===== src/rtl/gpc_pkg.sv =====
package gpc_pkg;
   localparam int LINE_W        = 4;
   localparam int NUM_LINES     = 1 << LINE_W;
   localparam int SLOTS_PER_GRP = 15;
   localparam int STATUS_OFS    = 32'h0000_0300;
   localparam int MASK_OFS      = 32'h0000_0380;
   localparam int PAD_BASE      = 32'h0000_4400;
   localparam int GRP_STRIDE    = 1024;

   typedef enum logic [2:0] {
      TM_OFF   = 3'd0,
      TM_FALL  = 3'd1,
      TM_RISE  = 3'd2,
      TM_BOTH  = 3'd3,
      TM_LEVEL = 3'd4
   } trig_mode_e;

   typedef enum logic [2:0] {
      AK_RSVD,
      AK_STATUS,
      AK_MASK,
      AK_CFGA,
      AK_CFGB,
      AK_BAD
   } acc_kind_e;

   typedef struct packed {
      logic [LINE_W-1:0] line;
      logic              drv;
      logic [2:0]        mode;
      logic [3:0]        inv;
   } pad_cfg_t;
endpackage


===== src/rtl/gpc_addr_dec.sv =====
module gpc_addr_dec
   import gpc_pkg::*;
#(
   parameter int ADDR_W     = 16,
   parameter int NUM_GROUPS = 2,
   parameter logic [NUM_GROUPS*4-1:0] GROUP_PADS = 8'h58,
   parameter int SLOT_W     = 5
) (
   input  logic [ADDR_W-1:0] addr_i,
   output acc_kind_e         kind_o,
   output logic [SLOT_W-1:0] slot_o
);
   localparam int WIN_END = PAD_BASE + GRP_STRIDE * NUM_GROUPS;
   localparam int GRP_W   = ADDR_W - 10;

   logic [ADDR_W-1:0] off;
   logic [GRP_W-1:0]  grp;
   logic [6:0]        pos;
   logic [3:0]        cnt;
   logic [1:0]        unused_low;

   assign off        = addr_i - ADDR_W'(PAD_BASE);
   assign grp        = off[ADDR_W-1:10];
   assign pos        = off[9:3];
   assign unused_low = off[1:0];

   always_comb begin
      cnt = 4'd0;
      for (int g = 0; g < NUM_GROUPS; g++) begin
         if (int'(grp) == g) cnt = GROUP_PADS[g*4 +: 4];
      end
   end

   always_comb begin
      kind_o = AK_RSVD;
      slot_o = '0;
      if (addr_i[1:0] != 2'b00 || 32'(addr_i) >= WIN_END) begin
         kind_o = AK_BAD;
      end else if (32'(addr_i) == STATUS_OFS) begin
         kind_o = AK_STATUS;
      end else if (32'(addr_i) == MASK_OFS) begin
         kind_o = AK_MASK;
      end else if (32'(addr_i) >= PAD_BASE && int'(pos) < SLOTS_PER_GRP
                   && int'(pos) < int'(cnt)) begin
         kind_o = off[2] ? AK_CFGB : AK_CFGA;
         slot_o = SLOT_W'(int'(grp) * SLOTS_PER_GRP + int'(pos));
      end
   end
endmodule


===== src/rtl/gpc_pad.sv =====
module gpc_pad
   import gpc_pkg::*;
#(
   parameter int SYNC_STAGES = 2
) (
   input  logic              clk,
   input  logic              rst_n,
   input  logic              pad_i,
   input  logic              wr_a_i,
   input  logic              wr_b_i,
   input  logic [31:0]       wdata_i,
   output logic [31:0]       rd_a_o,
   output logic [31:0]       rd_b_o,
   output logic              pad_o,
   output logic              trig_o,
   output logic [LINE_W-1:0] line_o
);
   pad_cfg_t                 cfg_q;
   logic [SYNC_STAGES-1:0]   sync_q;
   logic                     rx;
   logic                     prev_q;
   logic                     unused_wd;

   assign unused_wd = ^{wdata_i[27:8], wdata_i[3]};

   always_ff @(posedge clk or negedge rst_n) begin
      if (!rst_n) begin
         cfg_q <= '0;
      end else begin
         if (wr_a_i) begin
            cfg_q.line <= wdata_i[31:28];
            cfg_q.drv  <= wdata_i[1];
         end
         if (wr_b_i) begin
            cfg_q.mode <= wdata_i[2:0];
            cfg_q.inv  <= wdata_i[7:4];
         end
      end
   end

   always_ff @(posedge clk or negedge rst_n) begin
      if (!rst_n) begin
         sync_q <= '0;
         prev_q <= 1'b0;
      end else begin
         sync_q <= {sync_q[SYNC_STAGES-2:0], pad_i};
         prev_q <= rx;
      end
   end

   assign rx = sync_q[SYNC_STAGES-1] ^ cfg_q.inv[2];

   always_comb begin
      case (trig_mode_e'(cfg_q.mode))
         TM_FALL:  trig_o = prev_q & ~rx;
         TM_RISE:  trig_o = ~prev_q & rx;
         TM_BOTH:  trig_o = prev_q ^ rx;
         TM_LEVEL: trig_o = rx;
         default:  trig_o = 1'b0;
      endcase
   end

   assign line_o = cfg_q.line;
   assign pad_o  = cfg_q.drv;
   assign rd_a_o = {cfg_q.line, 26'd0, cfg_q.drv, sync_q[SYNC_STAGES-1]};
   assign rd_b_o = {24'd0, cfg_q.inv, 1'b0, cfg_q.mode};
endmodule


===== src/rtl/gpc_irq_agg.sv =====
module gpc_irq_agg
   import gpc_pkg::*;
#(
   parameter int SLOTS = 30
) (
   input  logic                    clk,
   input  logic                    rst_n,
   input  logic [SLOTS-1:0]        trig_i,
   input  logic [SLOTS*LINE_W-1:0] line_i,
   input  logic                    clr_we_i,
   input  logic                    mask_we_i,
   input  logic [NUM_LINES-1:0]    wdata_i,
   output logic [NUM_LINES-1:0]    set_o,
   output logic [NUM_LINES-1:0]    status_o,
   output logic [NUM_LINES-1:0]    mask_o,
   output logic                    irq_o
);
   logic [NUM_LINES-1:0] clr;

   always_comb begin
      set_o = '0;
      for (int i = 0; i < SLOTS; i++) begin
         if (trig_i[i]) set_o[line_i[i*LINE_W +: LINE_W]] = 1'b1;
      end
   end

   assign clr = clr_we_i ? wdata_i : '0;

   always_ff @(posedge clk or negedge rst_n) begin
      if (!rst_n) begin
         status_o <= '0;
         mask_o   <= '0;
         irq_o    <= 1'b0;
      end else begin
         status_o <= (status_o & ~clr) | set_o;
         irq_o    <= |(status_o & mask_o);
         if (mask_we_i) mask_o <= wdata_i;
      end
   end
endmodule


===== src/rtl/gpc_pad_ctrl.sv =====
module gpc_pad_ctrl
   import gpc_pkg::*;
#(
   parameter int ADDR_W      = 16,
   parameter int NUM_GROUPS  = 2,
   parameter logic [NUM_GROUPS*4-1:0] GROUP_PADS = 8'h58,
   parameter int SYNC_STAGES = 2,
   localparam int SLOTS      = NUM_GROUPS * SLOTS_PER_GRP,
   localparam int SLOT_W     = $clog2(SLOTS)
) (
   input  logic              clk,
   input  logic              rst_n,
   input  logic              req_valid,
   input  logic              req_write,
   input  logic [ADDR_W-1:0] req_addr,
   input  logic [31:0]       req_wdata,
   output logic              rsp_valid,
   output logic              rsp_err,
   output logic [31:0]       rsp_rdata,
   input  logic [SLOTS-1:0]  pad_in,
   output logic [SLOTS-1:0]  pad_out,
   output logic              irq
);
   if (NUM_GROUPS < 1 || NUM_GROUPS > 16) begin : g_bad_groups
      $error("NUM_GROUPS out of range");
   end
   if (SYNC_STAGES < 2) begin : g_bad_sync
      $error("SYNC_STAGES must be at least 2");
   end
   if (longint'(PAD_BASE) + longint'(GRP_STRIDE) * NUM_GROUPS > (longint'(1) << ADDR_W)) begin : g_bad_addr
      $error("ADDR_W too narrow for the pad window");
   end
   for (genvar g = 0; g < NUM_GROUPS; g++) begin : g_chk_cnt
      if (GROUP_PADS[g*4 +: 4] == 4'd0 || GROUP_PADS[g*4 +: 4] == 4'd15 + 4'd1) begin : g_bad
         $error("group pad count must be 1..15");
      end
   end

   acc_kind_e               kind;
   logic [SLOT_W-1:0]       slot;
   logic                    wr_ok;
   logic [31:0]             rd_a [SLOTS];
   logic [31:0]             rd_b [SLOTS];
   logic [SLOTS-1:0]        trig;
   logic [SLOTS*LINE_W-1:0] lines;
   logic [NUM_LINES-1:0]    set_vec;
   logic [NUM_LINES-1:0]    status_q;
   logic [NUM_LINES-1:0]    mask_q;
   logic [31:0]             rd_mux;
   logic [15:0]             unused_wd_hi;

   assign unused_wd_hi = req_wdata[31:16];

   gpc_addr_dec #(
      .ADDR_W(ADDR_W), .NUM_GROUPS(NUM_GROUPS),
      .GROUP_PADS(GROUP_PADS), .SLOT_W(SLOT_W)
   ) u_dec (
      .addr_i(req_addr), .kind_o(kind), .slot_o(slot)
   );

   assign wr_ok = req_valid & req_write & (kind != AK_BAD);

   for (genvar i = 0; i < SLOTS; i++) begin : g_slot
      localparam int GRP = i / SLOTS_PER_GRP;
      localparam int POS = i % SLOTS_PER_GRP;
      if (POS < int'(GROUP_PADS[GRP*4 +: 4])) begin : g_pad
         logic wa, wb;
         assign wa = wr_ok && kind == AK_CFGA && int'(slot) == i;
         assign wb = wr_ok && kind == AK_CFGB && int'(slot) == i;
         gpc_pad #(.SYNC_STAGES(SYNC_STAGES)) u_pad (
            .clk(clk), .rst_n(rst_n), .pad_i(pad_in[i]),
            .wr_a_i(wa), .wr_b_i(wb), .wdata_i(req_wdata),
            .rd_a_o(rd_a[i]), .rd_b_o(rd_b[i]), .pad_o(pad_out[i]),
            .trig_o(trig[i]), .line_o(lines[i*LINE_W +: LINE_W])
         );
      end else begin : g_empty
         logic unused_in;
         assign unused_in = pad_in[i];
         assign rd_a[i]   = '0;
         assign rd_b[i]   = '0;
         assign pad_out[i] = 1'b0;
         assign trig[i]   = 1'b0;
         assign lines[i*LINE_W +: LINE_W] = '0;
      end
   end

   gpc_irq_agg #(.SLOTS(SLOTS)) u_agg (
      .clk(clk), .rst_n(rst_n), .trig_i(trig), .line_i(lines),
      .clr_we_i(wr_ok && kind == AK_STATUS),
      .mask_we_i(wr_ok && kind == AK_MASK),
      .wdata_i(req_wdata[NUM_LINES-1:0]),
      .set_o(set_vec), .status_o(status_q), .mask_o(mask_q), .irq_o(irq)
   );

   always_comb begin
      case (kind)
         AK_STATUS: rd_mux = {16'd0, status_q};
         AK_MASK:   rd_mux = {16'd0, mask_q};
         AK_CFGA:   rd_mux = rd_a[slot];
         AK_CFGB:   rd_mux = rd_b[slot];
         default:   rd_mux = '0;
      endcase
   end

   always_ff @(posedge clk or negedge rst_n) begin
      if (!rst_n) begin
         rsp_valid <= 1'b0;
         rsp_err   <= 1'b0;
         rsp_rdata <= '0;
      end else begin
         rsp_valid <= req_valid;
         rsp_err   <= req_valid && kind == AK_BAD;
         rsp_rdata <= (req_valid && !req_write) ? rd_mux : '0;
      end
   end
endmodule


===== config.mk =====
export PLATFORM = sky130hd
export DESIGN_NAME = gpc_pad_ctrl
export DESIGN_NICKNAME = d
export VERILOG_FILES = /design/src/rtl/gpc_pkg.sv /design/src/rtl/gpc_addr_dec.sv /design/src/rtl/gpc_pad.sv /design/src/rtl/gpc_irq_agg.sv /design/src/rtl/gpc_pad_ctrl.sv
export SDC_FILE = /design/constraint.sdc
export NUM_CORES = 1
export LEC_CHECK = 0
export BUFFER_PORTS_ARGS = -buffer_cell sky130_fd_sc_hd__buf_2
export CAP_MARGIN = 25
export CORE_MARGIN = 5
export CORE_UTILIZATION = 65
export DETAILED_ROUTE_END_ITERATION = 10
export GPL_TIMING_DRIVEN = 0
export PLACE_DENSITY = 0.84
export SKIP_LAST_GASP = 1
export SLEW_MARGIN = 20
export SYNTH_ARGS = -nofsm -noshare
export SYNTH_HDL_FRONTEND = slang
export SYNTH_HIERARCHICAL = 1
export SYNTH_SLANG_ARGS = --single-unit

===== constraint.sdc =====
create_clock -name clk -period 4.51 [get_ports clk]
set_input_delay 0.2255 -clock clk [delete_from_list [all_inputs] [get_ports clk]]
set_output_delay 0.2255 -clock clk [all_outputs]
set_load 0.02 [all_outputs]

==> metrics.txt, run 1 <==
outcome=aborted with a tool error; stage reached=global routing (5_1_grt); Error=[ERROR GRT-0232] Routing congestion too high. Check the congestion heatmap in the GUI.; IO Port Bufs=98; CTS H-tree depth=1; clock net sink count=262; DIE HEIGHT=219 µm; largest net degree at the start of global routing=98; Top Ports=147; Placer Congestion=1.21; FP Rows=76; root buffer cell=clkbuf_16; Initial Util=65.7%; Worst EP kind=register data pin; TritonCTS buffer count=30; GRT overflow=85; Post-Syn Instances=3074; Post-DP HPWL=93600 µm; Ys Warns=6; Die Wd=219 µm; critical endpoint after global-route timing repair=rsp_rdata[3]$_DFF_PN0_/D; syn avg cell area=9.21 µm²; Clock Path Buffers=3; GRT Total Usage=75.5%; synthesized cell area=28300 µm²
==> through the flow <==
step                cells  hold WS [ns]  util, %  worst slack, ns  cell area (µm²)
global placement     4844         0.333     78.4            -1.42            33800
floorplan            4161       -0.0701        -          0.00815            32500
CTS                  4934        0.0881     82.6         -0.00809            35600
detailed placement   4848         0.275     78.6            -1.45            33900
==> layer usage <==
| layer | track usage [%] | GRT overflow |
|---|---|---|
| met1 | 73.7 | 1 |
| met2 | 88.5 | 39 |
| met3 | 64.8 | 5 |
| met4 | 75.2 | 40 |
| met5 | 45.7 | 0 |
==> repair_timing <==
item	CTS
hold endpoints to repair	106
buffers inserted	10
resized for setup	96
hold buffers	24
setup endpoints to repair	212
pin swaps	8
==> inputs of run 2 (changes only) <==
--- a/config.mk
+++ b/config.mk
@@ -8,10 +8,10 @@
 export BUFFER_PORTS_ARGS = -buffer_cell sky130_fd_sc_hd__buf_2
 export CAP_MARGIN = 25
 export CORE_MARGIN = 5
-export CORE_UTILIZATION = 65
+export CORE_UTILIZATION = 40
 export DETAILED_ROUTE_END_ITERATION = 10
 export GPL_TIMING_DRIVEN = 0
-export PLACE_DENSITY = 0.84
+export PLACE_DENSITY_LB_ADDON = 0.15
 export SKIP_LAST_GASP = 1
 export SLEW_MARGIN = 20
 export SYNTH_ARGS = -nofsm -noshare
==> metrics.txt, run 2 <==
peak supply drop=0.313 mV; P_leak=17.6 nW; Tmin final=4.43 ns; Iter 0 DRT Violations=2163; drt drc=0; Final nets=4448; TritonCTS buffer count=31 (+3.3%); syn avg cell area=9.21 µm² (unchanged); die area=76200 µm²; CTS tree=yes; clock-pin slew on the worst setup and hold paths=0.06 ns; Worst Setup Slack, final=0.0765 ns; Final setup viols=0; Largest register FFs=91; CTS H-tree depth=1 (unchanged); setup slack at placement=-1.57 ns (-0.125 ns); core area=70100 µm²; vias in the first global route=23.7k; Ys Warns=6 (unchanged); Die Wd=276 µm (+26%); Setup crit start kind=input pin; via-per-instance ratio=4.78; largest net degree at the start of global routing=95; Max-slew headroom=26.6%; WS Path Type=in -> reg; overall power=6.50 mW; Clock Skew=0.00994 ns; vias post-DR=25.3k; GRT Total Usage=30.7%; Worst-Margin Slew=1.10 ns; Placed Cells=5205 (+7.4%); RSZ-0062 raised after global routing=yes; FP Rows=97 (+28%); DIE HEIGHT=276 µm (+26%); commonest cells after routing, fill and taps aside=1101 x conb_1, 807 x buf_4, 262 x dfrtp_1, 182 x mux2_2, 168 x mux2i_1; maximum fanout along the worst path=10; area grow syn2layout=28.0%; power density cells=180 nW/µm²; Initial DRT Pass Iterations=5; Pins Over Slew Limit=0; clk_lat worst skew=0.60 ns; Initial Util=40.3% (-25 points); Antenna Nets Post-Route=0; Reg2Reg Setup Slack=0.49 ns; final wirelength=122000 µm; crit path DAT=4.77 ns; Hold WC Path Type=in -> reg; IO Port Bufs=98 (unchanged); hold path start=req_wdata[2]; most common cell after layout, fill and taps aside=conb_1; final non-filler cell total=5294; clock net sink count=262 (unchanged); first-pass GRT wire length=171000 µm; outcome=completed; period utilization=98.3%; Setup crit end kind=flip-flop; R2R Path Start=g_slot[15].g_pad.u_pad/rd_b_o[6]$_DFFE_PN0P_; root buffer cell=clkbuf_16; GRT overflow=0; max-cap violations=0; initial antenna violation count=8; WL/cell=23.0 µm; worst setup path start=req_addr[11]; layout cells sized above 1=32.5%; f_max=0.226 GHz; Critical Path RT=4.85 ns; Post-DP HPWL=98800 µm (+5.5%); Top Ports=147 (unchanged); Hold Vio Cnt, Final=0; Post-Syn Instances=3074 (unchanged); Placer Congestion=1.07 (-11%); Ant. Diodes=0; synthesized cell area=28300 µm² (unchanged); Clock Path Buffers=3 (unchanged)
==> run 2: layer usage <==
metal	part of all wire, %	up-vias	wire length, µm	global-route usage [%]
li1	-	12062	-	-
met1	44	12142	53700	43.2
met2	44	924	53900	48.2
met3	7.4	195	9000	5.10
met4	4.1	4	4980	10.1
met5	0.020	-	24	0
==> run 2: area by class of cell <==
| cell class | instances | area, µm² |
|---|---|---|
| clock inverters | 9 | 143 |
| fillers | 6849 | 33900 |
| plain buffers | 898 | 6700 |
| multi-input cells | 2955 | 19600 |
| repair buffers | 145 | 983 |
| well taps | 940 | 1180 |
| flip-flops and latches | 262 | 6560 |
| clock buffers | 43 | 871 |
| inverters | 42 | 163 |
==> run 2: repair_timing <==
action                     CTS  global route
hold endpoints to repair   204             0
pin swaps                    8             8
hold buffers                25             0
setup endpoints to repair  212           183
setup buffers                9             7
resized for setup           95            66
==> run 2: worst max-delay path, stage by stage <==
cell and delay (ns):
buf_2 0.13, buf_6 0.15, inv_4 0.06, ha_4 0.15
buf_6 0.14, nor2_1 0.11, a31oi_2 0.15, nor3_2 0.18
nand2_1 0.08, ha_1 0.20, or4b_4 0.55, a211oi_4 0.30
o21ai_1 0.23, nand3_4 0.22, nor2b_2 0.23, buf_2 0.25
clkbuf_4 0.26, and3_2 0.31, clkbuf_4 0.24, nand2_1 0.08
nand2_2 0.16, nand4_1 0.32
==> run 2: final timing paths <==
check,end,cells after the start
hold / removal,g_slot[7].g_pad.u_pad/rd_b_o[2]$_DFFE_PN0P_,3
setup reg to reg,u_agg/status_o[9]$_DFF_PN0_,10
hold reg to reg,g_slot[17].g_pad.u_pad/sync_q[1]$_DFF_PN0_,0
max in group asynchronous,g_slot[18].g_pad.u_pad/rd_b_o[5]$_DFFE_PN0P_,4
min in group asynchronous,rsp_rdata[24]$_DFF_PN0_,3
setup / recovery,u_agg/status_o[7]$_DFF_PN0_,22
==> run 2: report_power, final <==
group / leakage (nW) / internal (mW) / switching (mW)
Clock: 0.487 / 1.51 / 1.01
Combinational: 13.7 / 0.756 / 0.804
Sequential: 3.41 / 2.39 / 0.0364
Total: 17.6 / 4.65 / 1.85
==> run 2: per-stage QoR <==
| step | TNS [ns] | util (%) | area [µm²] | hold WS [ns] |
|---|---|---|---|---|
| 6_report | 0 | 51.7 | 36200 | 0.105 |
| 3_5_place_dp | -265.52 | 48.9 | 34300 | 0.0303 |
| 4_1_cts | 0 | 51.3 | 36000 | 0.0811 |
| 2_1_floorplan | 0 | - | 32500 | -0.0701 |
| 3_3_place_gp | -760.07 | 48.8 | 34200 | 0.332 |
| 5_1_grt | -0.0128 | 51.7 | 36200 | 0.100 |
Power figures use the tool's default switching activity.
==> inputs of run 3 (changes only) <==
--- a/config.mk
+++ b/config.mk
@@ -5,6 +5,7 @@
 export SDC_FILE = /design/constraint.sdc
 export NUM_CORES = 1
 export LEC_CHECK = 0
+export ABC_AREA = 1
 export BUFFER_PORTS_ARGS = -buffer_cell sky130_fd_sc_hd__buf_2
 export CAP_MARGIN = 25
 export CORE_MARGIN = 5
==> metrics.txt, run 3 <==
outcome=completed; Setup crit end kind=flip-flop; Largest register FFs=91 (unchanged); Post-DP HPWL=84500 µm (-14%); setup slack at placement=-1.54 ns (+0.0379 ns); CTS tree=yes; die area=82700 µm² (+8.5%); layout cells sized above 1=20.3% (-12 points); Top Ports=147 (unchanged); vias post-DR=30.8k (+22%); P_leak=23.8 nW (+35%); Final nets=6387 (+44%); CTS H-tree depth=1 (unchanged); f_max=0.233 GHz (+3.2%); R2R Path Start=g_slot[7].g_pad.u_pad/sync_q[1]$_DFF_PN0_; Pins Over Slew Limit=0 (unchanged); Reg2Reg Setup Slack=1.82 ns (+1.33 ns); FP Rows=101 (+4.1%); commonest cells after routing, fill and taps aside=2145 x nand2_1, 999 x conb_1, 807 x buf_4, 469 x nor2_1, 383 x inv_1; Max-slew headroom=37.2% (+11 points); Worst-Margin Slew=0.943 ns (-0.156 ns); Final setup viols=0 (unchanged); vias in the first global route=28.2k (+19%); maximum fanout along the worst path=10 (unchanged); TNS Setup=0 ns (unchanged); clock net sink count=262 (unchanged); WL/cell=14.3 µm (-38%); Placer Congestion=0.988 (-8.1%); Iter 0 DRT Violations=2193 (+1.4%); Initial Util=40.4% (+0.081 points); Crit-path slowest cell=fa_1; initial antenna violation count=1 (-7); Clock Path Buffers=3 (unchanged); worst path cell trace=clkbuf_4 -> inv_2 -> ha_4 -> xor2_4 -> ha_4 -> fa_1 -> inv_1 -> fa_1 -> inv_1 -> ha_1 -> xnor2_1 -> nor2_4 -> nor2_2 -> buf_4 -> buf_4 -> nand2_1 -> nor2_2 -> mux2_2; Die Wd=288 µm (+4.2%); Hold WC Path Type=in -> reg; via-per-instance ratio=4.20 (-12%); clock-pin slew on the worst setup and hold paths=0.07 ns (about the same); CP bufs+invs=6 (-1); Hold Crit Endpoint=g_slot[4].g_pad.u_pad/line_o[0]$_DFFE_PN0P_; Max stage delay on crit path=0.53 ns (-0.02 ns); syn avg cell area=6.01 µm² (-35%); Worst Setup Slack, final=0.214 ns (+0.137 ns); FF-to-FF End=u_agg/status_o[5]$_DFF_PN0_; Critical Path RT=5.02 ns (+0.17 ns); root buffer cell=clkbuf_16; Ant. Diodes=0 (unchanged); max-cap violations=0 (unchanged); Tmin final=4.30 ns (-0.137 ns); CP top delay family=adder cells; CP Depth=18 (-18%); Hold Vio Cnt, Final=0 (unchanged); first-pass GRT wire length=161000 µm (-6.2%); synthesized cell area=30800 µm² (+8.8%); Setup crit start kind=input pin; FF-to-FF path depth=18 (+8); IO Port Bufs=100 (+2.0%); peak supply drop=0.311 mV (-0.71%); crit path DAT=4.80 ns (+0.03 ns); worst setup path start=req_addr[10]; power density cells=173 nW/µm² (-3.6%); core area=76200 µm² (+8.6%); hold path start=req_wdata[28]; drt drc=0 (unchanged); GRT Total Usage=25.0% (-5.6 points); Post-Syn Instances=5125 (+67%); final wirelength=105000 µm (-14%); overall power=6.61 mW (+1.7%); TritonCTS buffer count=31 (unchanged); Initial DRT Pass Iterations=7 (+2); WS Path Type=in -> reg; most common cell after layout, fill and taps aside=nand2_1; GRT overflow=0 (unchanged); area grow syn2layout=24.1%; Antenna Nets Post-Route=0 (unchanged); largest net degree at the start of global routing=93 (-2.1%); clk_lat worst skew=0.62 ns (+0.02 ns); Clock Skew=0.0408 ns (+0.0309 ns); period utilization=95.3% (-3.0 points); DIE HEIGHT=288 µm (+4.2%); Ys Warns=6 (unchanged); hold depth=2 (-1)
run 3: cell count changes in the layout (fill, tap and decap cells not counted), sizes merged, moves of 62 or more:
cell    change
conb      -102
inv       +354
mux2       -62
mux2i     -173
mux4       -98
nand2    +2017
nand2b     -90
nand3     +245
nor2      +377
o22ai     -111
run 3: what timing repair did:
action / CTS / global route
hold buffers: 24 / 0
endpoints found under the hold margin: 117 / 0
pin swaps: 3 / 6
endpoints found under the setup margin: 151 / 160
setup buffers: 2 / 4
gates resized for setup: 71 / 64
run 3: area by class of cell:
class                   instances  area (µm²)
plain buffers                 935        6890
inverters                     391        1480
well taps                    1030        1290
fillers                      8134       38000
multi-input cells            4521       20100
clock inverters                18         191
repair buffers                132         878
flip-flops and latches        262        6560
clock buffers                  39         866
run 3: worst max path at each step:
stage	endpoint	slack [ns]
after floorplan	g_slot[1].g_pad.u_pad/line_o[0]$_DFFE_PN0P_	0.006
after global placement	rsp_rdata[17]$_DFF_PN0_	-1.84
after detailed placement	g_slot[1].g_pad.u_pad/line_o[0]$_DFFE_PN0P_	-1.54
after CTS	g_slot[18].g_pad.u_pad/line_o[2]$_DFFE_PN0P_	-0.08
after global routing	g_slot[5].g_pad.u_pad/rd_b_o[7]$_DFFE_PN0P_	-0.002
final	g_slot[7].g_pad.u_pad/line_o[1]$_DFFE_PN0P_	0.21
run 3: worst reg2reg max path: cells and delay by family, from the launching register on:
family / cells / cell delay [ns]
buf+inv: 2 / 0.14
simple gates: 15 / 1.71
fa+ha+maj: 1 / 0.27
flops: 1 / 0.43
run 3: stage by stage:
step                cell area, µm²  utilization (%)  hold slack [ns]  instances
floorplan                    34500                -          -0.0701       6110
global placement             36300             47.6            0.331       7240
detailed placement           36400             47.7            0.298       7242
CTS                          37900             49.8           0.0871       7325
global route                 38200             50.2            0.104       7328
finish                       38200             50.2            0.110       7328
run 3: where the power goes:
| group | internal [mW] | switching (mW) |
|---|---|---|
| Combinational | 0.720 | 0.855 |
| Sequential | 2.39 | 0.0380 |
| Clock | 1.49 | 1.12 |
run 3: routing by layer:
metal,vias up,global-route usage [%],share of wire [%]
met1,13407,32.9,44
li1,16489,-,-
met3,167,3.18,5.9
met5,-,0,0.019
met4,2,8.30,4.0
met2,738,42.6,46
